===== src/rtl/pcm_ctrl_pkg.sv =====
package pcm_ctrl_pkg;
  localparam int WORD_W   = 8;
  localparam int INIT_CYC = 25;

  typedef enum logic [1:0] {
    FN_NORMAL = 2'b00,
    FN_ALOOP  = 2'b01,
    FN_DLOOP  = 2'b10,
    FN_PDOWN  = 2'b11
  } fn_e;

  localparam logic [WORD_W-1:0] FUNC_RST = 8'hC0;
  localparam logic [WORD_W-1:0] TEST_RST = 8'h00;

  function automatic fn_e fn_of(input logic [WORD_W-1:0] r);
    return fn_e'(r[7:6]);
  endfunction

  function automatic logic [2:0] txg_of(input logic [WORD_W-1:0] r);
    return r[2:0];
  endfunction

  function automatic logic [2:0] rxg_of(input logic [WORD_W-1:0] r);
    return r[5:3];
  endfunction
endpackage


===== src/rtl/pcm_win_timer.sv =====
module pcm_win_timer #(
  parameter int W = 8
) (
  input  logic clk,
  input  logic rst_n,
  input  logic sync_n,
  output logic win_act,
  output logic word_done
);
  localparam int CW = $clog2(W + 1);
  logic [CW-1:0] cnt;

  assign win_act   = !sync_n && (cnt != CW'(W));
  assign word_done = win_act && (cnt == CW'(W - 1));

  always_ff @(posedge clk or negedge rst_n) begin
    if (!rst_n)       cnt <= '0;
    else if (sync_n)  cnt <= '0;
    else if (win_act) cnt <= cnt + 1'b1;
  end
endmodule


===== src/rtl/pcm_ctl_bank.sv =====
module pcm_ctl_bank
  import pcm_ctrl_pkg::*;
#(
  parameter int W        = WORD_W,
  parameter int INIT_LEN = INIT_CYC
) (
  input  logic         clk,
  input  logic         rst_n,
  input  logic         ctl_in,
  input  logic         win_act,
  input  logic         word_done,
  input  logic         dual_win,
  input  logic         reg_sel,
  output logic [W-1:0] func_reg,
  output logic [W-1:0] test_reg,
  output logic         init_busy
);
  localparam int IW = $clog2(INIT_LEN + 1);
  logic [IW-1:0] init_cnt;
  logic [W-1:0]  sr;
  logic [W-1:0]  word;
  logic          to_test;

  assign init_busy = (init_cnt != IW'(INIT_LEN));
  assign word      = {sr[W-2:0], ctl_in};
  assign to_test   = dual_win && reg_sel;

  always_ff @(posedge clk or negedge rst_n) begin
    if (!rst_n)         init_cnt <= '0;
    else if (init_busy) init_cnt <= init_cnt + 1'b1;
  end

  always_ff @(posedge clk or negedge rst_n) begin
    if (!rst_n)       sr <= '0;
    else if (win_act) sr <= word;
  end

  always_ff @(posedge clk or negedge rst_n) begin
    if (!rst_n) begin
      func_reg <= FUNC_RST;
      test_reg <= TEST_RST;
    end else if (init_busy) begin
      func_reg <= FUNC_RST;
      test_reg <= TEST_RST;
    end else if (word_done) begin
      if (to_test) test_reg <= word;
      else         func_reg <= word;
    end
  end
endmodule


===== src/rtl/pcm_data_lane.sv =====
module pcm_data_lane #(
  parameter int W = 8
) (
  input  logic         clk,
  input  logic         rst_n,
  input  logic         sync_n,
  input  logic         pcm_in,
  input  logic         win_act,
  input  logic         word_done,
  input  logic         loop_dig,
  input  logic [W-1:0] enc_data,
  output logic         tx_bit,
  output logic [W-1:0] dec_data,
  output logic         dec_valid
);
  logic [W-1:0] rx_sr;
  logic [W-1:0] rx_word;
  logic [W-1:0] tx_sr;

  always_ff @(posedge clk or negedge rst_n) begin
    if (!rst_n) begin
      rx_sr     <= '0;
      rx_word   <= '0;
      dec_valid <= 1'b0;
    end else begin
      dec_valid <= word_done;
      if (win_act)   rx_sr   <= {rx_sr[W-2:0], pcm_in};
      if (word_done) rx_word <= {rx_sr[W-2:0], pcm_in};
    end
  end

  always_ff @(posedge clk or negedge rst_n) begin
    if (!rst_n)       tx_sr <= '0;
    else if (sync_n)  tx_sr <= loop_dig ? rx_word : enc_data;
    else if (win_act) tx_sr <= {tx_sr[W-2:0], 1'b0};
  end

  assign tx_bit   = tx_sr[W-1];
  assign dec_data = loop_dig ? '0 : rx_word;
endmodule


===== src/rtl/pcm_ctrl_port.sv =====
module pcm_ctrl_port
  import pcm_ctrl_pkg::*;
(
  input  logic       clk,
  input  logic       rst_n,
  input  logic       sync_n,
  input  logic       dual_win,
  input  logic       reg_sel,
  input  logic       ctl_in,
  input  logic       pcm_in,
  input  logic [7:0] enc_data,
  output logic       pcm_out,
  output logic       pcm_oe,
  output logic [7:0] dec_data,
  output logic       dec_valid,
  output logic [2:0] tx_gain,
  output logic [2:0] rx_gain,
  output logic       ana_loop,
  output logic       dig_loop,
  output logic       pwr_down,
  output logic [1:0] test_mode
);
  localparam int W = WORD_W;

  logic         win_act;
  logic         word_done;
  logic         init_busy;
  logic         tx_bit;
  logic [W-1:0] func_reg;
  logic [W-1:0] test_reg;
  fn_e          fn;

  pcm_win_timer #(.W(W)) u_timer (
    .clk(clk), .rst_n(rst_n), .sync_n(sync_n),
    .win_act(win_act), .word_done(word_done)
  );

  pcm_ctl_bank #(.W(W), .INIT_LEN(INIT_CYC)) u_bank (
    .clk(clk), .rst_n(rst_n), .ctl_in(ctl_in),
    .win_act(win_act), .word_done(word_done),
    .dual_win(dual_win), .reg_sel(reg_sel),
    .func_reg(func_reg), .test_reg(test_reg), .init_busy(init_busy)
  );

  pcm_data_lane #(.W(W)) u_lane (
    .clk(clk), .rst_n(rst_n), .sync_n(sync_n), .pcm_in(pcm_in),
    .win_act(win_act), .word_done(word_done), .loop_dig(dig_loop),
    .enc_data(enc_data), .tx_bit(tx_bit),
    .dec_data(dec_data), .dec_valid(dec_valid)
  );

  assign fn        = fn_of(func_reg);
  assign ana_loop  = (fn == FN_ALOOP);
  assign dig_loop  = (fn == FN_DLOOP);
  assign pwr_down  = (fn == FN_PDOWN);
  assign tx_gain   = txg_of(func_reg);
  assign rx_gain   = rxg_of(func_reg);
  assign test_mode = test_reg[7:6];

  assign pcm_oe  = win_act && !pwr_down;
  assign pcm_out = pcm_oe && tx_bit;
endmodule


===== config.mk =====
export PLATFORM = sky130hd
export DESIGN_NAME = pcm_ctrl_port
export DESIGN_NICKNAME = d
export VERILOG_FILES = /design/src/rtl/pcm_ctrl_pkg.sv /design/src/rtl/pcm_win_timer.sv /design/src/rtl/pcm_ctl_bank.sv /design/src/rtl/pcm_data_lane.sv /design/src/rtl/pcm_ctrl_port.sv
export SDC_FILE = /design/constraint.sdc
export NUM_CORES = 1
export LEC_CHECK = 0
export BUFFER_PORTS_ARGS = -buffer_cell sky130_fd_sc_hd__buf_2
export CORE_MARGIN = 2
export CORE_UTILIZATION = 50
export DETAILED_ROUTE_END_ITERATION = 10
export PLACE_DENSITY = 0.77
export SKIP_LAST_GASP = 1
export SYNTH_ARGS = -nofsm -noshare
export SYNTH_HDL_FRONTEND = slang
export SYNTH_SLANG_ARGS = --single-unit

===== constraint.sdc =====
create_clock -name clk -period 1.6 [get_ports clk]
set_input_delay 0 -clock clk [delete_from_list [all_inputs] [get_ports clk]]
set_output_delay 0 -clock clk [all_outputs]
set_load 0.1 [all_outputs]

==> reports/qor.txt <==
pre-CTS setup slack: 0.03710 ns
fin. max-slew vios: 0
Min Clock Period, post-route: 1.579 ns
Worst VDD drop: 0.0006102 V
total chip power: 3.178 mW
Worst R2R Setup Slack: 0.06 ns
H-tree level count: 2
Slew @ Worst Pin: 0.4923 ns
worst clock skew: 0.01233 ns
Final Worst Setup Slack: 0.02082 ns
root buffer cell: clkbuf_8
Synth area leader: dfrtp_1
Detailed Place HPWL: 3.181 mm
share of the clock period used by the worst path: 98.70%
layout cell share with drive strength beyond 1: 42.00%
Max FO, Critical Path: 5
# IOs: 37
Iter 0 DRT Violations: 74
Sum Neg Setup Slack: 0 ns
Max clock buf depth: 2
Post-Syn Area: 2335 µm²
post-layout util: 67.38%
crit path DAT: 1.58 ns
Pre-antenna DRT Iters: 4
Via Count: 1669
WL final: 4.674 mm
CTS tree: done
Slew Limit Headroom: 67.41%
share of the synthesized area in the top cell type: 51.45%
Top FF cell, synth: dfrtp_1
antenna cells: 0
post-synthesis sequential area ratio: 53.70%
Worst path depth: 6
worst setup path class: reg2out
Syn. warnings: 0
Synth cell types: 29
DR WL/cell: 15.48 µm
flip-flop and latch count after synthesis: 50
syn avg cell area: 11.44 µm²
Die ar.: 5232 µm²
Die Span Y: 72.34 µm
number of flops mapped to enable cells by yosys: 0
cell area power density: 1069 nW/µm²
Max-Cap Viols: 0
most common cell in the netlist: dfrtp_1
Fill cells: 304
Cells after Synth: 204
final setup vio count: 0
vias per std cell: 5.526
DRC: 0
Fmax: 0.6332 GHz
clock latency on the worst-skew pair: 0.31 ns
Non-Filler Instances: 302
run status: completed
RD Place Congestion: 0.7825
Worst Setup EP: pcm_out
Critical Path, Cell by Cell: inv_2, ha_4, nand3b_4, nor2b_4, and3b_4, buf_12
worst r2r dst: u_lane.tx_sr[4]
core area: 4414 µm²
fraction of registers with async set/reset: 100.0%
critical path startpoint: u_timer.cnt[0]
Synth-to-Final Area Change: 27.38%
Synth top cells by count: 48 x dfrtp_1, 25 x nand2_1, 22 x mux2_2, 18 x and2_1, 15 x nand3_1
RSZ-0062 raised after global routing: true
Pleak: 1.407 nW
grt total ovfl: 0
# port buffers: 36
CP endpoint kind: output pin
Synth Net Count: 223
Buf+Inv Stages, Crit Path: 2
Worst R2R Start: u_bank.func_reg[6]
Tot GR Track Use: 19.48%
Area contributors post-synth: dfrtp_1 51%, mux2_2 11%, and2_1 4.8%
CTS buffer count: 5
largest net degree at the start of global routing: 20
antenna violations before repair: 0
nets: 268
max incr delay on CP: 0.37 ns
reg2reg path depth: 4
Site Rows: 24
first-pass GRT wire length: 7.721 mm
number of global-route vias before repair: 1600
CP top delay family: simple AND/OR/NAND/NOR gates
Tightest Hold Check Type: in2reg
clk slew on worst S/H paths: 0.09 ns
dpl cells: 286
Final ANT Viol Nets: 0
CTS sink count: 50
die width: 72.34 µm
CP max-delay cell: dfrtp_1
Final Hold Fails: 0
starting density of the core: 52.89%
WP data required: 1.60 ns
Worst Setup Start Kind: flip-flop
==> through the flow <==
| step | instance area (µm²) | hold WS (ns) |
|---|---|---|
| after floorplan | 2360 | -0.2956 |
| after global placement | 2750 | -0.04382 |
| after detailed placement | 2750 | -0.02949 |
| after CTS | 2923 | 0.03898 |
| after global routing | 2974 | 0.03439 |
| final | 2974 | 0.04445 |
==> cell families (layout without fill, tap and decap cells) <==
| kind of cell | count (synthesis) | after routing | share of synthesized area, % |
|---|---|---|---|
| muxes | 22 | 22 | 10.61 |
| buffers and inverters | 21 | 67 | 5.948 |
| adders and majority gates | 4 | 4 | 2.144 |
| AOI/OAI and AO/OA | 28 | 28 | 7.824 |
| DFF | 50 | 50 | 53.70 |
| xor gates and xnor gates | 7 | 7 | 2.626 |
| and+or+nand+nor | 72 | 72 | 17.15 |
==> power by group <==
group / switching [mW] / total (mW) / internal (mW)
registers: 0.114 / 1.53 / 1.42
logic: 0.452 / 0.770 / 0.317
clock network: 0.411 / 0.878 / 0.466
total: 0.978 / 3.18 / 2.20
==> layout make-up <==
| type | count | area, µm² | share of cell area (%) |
|---|---|---|---|
| Clock buffer | 6 | 72.57 | 2.440 |
| Clock inverter | 2 | 37.54 | 1.262 |
| Inverter | 5 | 23.77 | 0.7993 |
| Multi-Input combinational cell | 133 | 1016 | 34.16 |
| Sequential cell | 50 | 1255 | 42.20 |
| Tap cell | 52 | 65.06 | 2.188 |
| Timing Repair Buffer | 54 | 504.2 | 16.95 |
==> how the worst min path moves through the flow <==
stage                     start                 end  cells past startpoint
floorplan                 rst_n  u_bank.func_reg[0]                      0
global placement          rst_n     u_lane.rx_sr[0]                      1
detailed placement        rst_n     u_lane.rx_sr[0]                      1
CTS                 enc_data[0]     u_lane.tx_sr[0]                      3
global route        enc_data[0]     u_lane.tx_sr[0]                      3
finish              enc_data[0]     u_lane.tx_sr[0]                      3
==> routing by layer <==
metal	wire length [µm]	global-route usage, %	vias to the layer above
li1	-	-	784
met1	2139	26.73	837
met2	2287	29.77	44
met3	195	5.417	4
met4	51	7.128	0
met5	0	0	-
==> worst register-to-register path: cells and delay by family, from the launching register on <==
kind | cells | cell delay [ns]
AO/OA/AOI/OAI | 1 | 0.29
buffers and inverters | 1 | 0.13
flip-flops | 1 | 0.54
multiplexers | 1 | 0.34
AND/OR/NAND/NOR | 1 | 0.12
==> timing repair <==
item / 4_1_cts / 5_1_grt
buffers inserted: 4 / 1
gates cloned: 0 / 1
setup endpoints to repair: 2 / 31
gates resized for setup: 1 / 19
pin swaps: 1 / 2
endpoints found under the hold margin: 21 / 0
hold buffers: 3 / 0
==> placed cells by master (no fill, tap or decap), types with 3 or more instances in the layout <==
cell type,Yosys,routed
a21oi_1,9,9
a221o_1,7,7
and2_1,18,9
and2_2,0,9
buf_12,0,12
buf_2,3,25
buf_4,7,12
clkbuf_8,0,5
dfrtp_1,48,47
dlygate4sd3_1,0,3
mux2_2,22,22
nand2_1,25,25
nand3_1,15,15
nor2_1,4,4
o21ai_0,10,3
o21ai_1,0,7
xnor2_1,5,5
(Power assumes the default switching activity.)
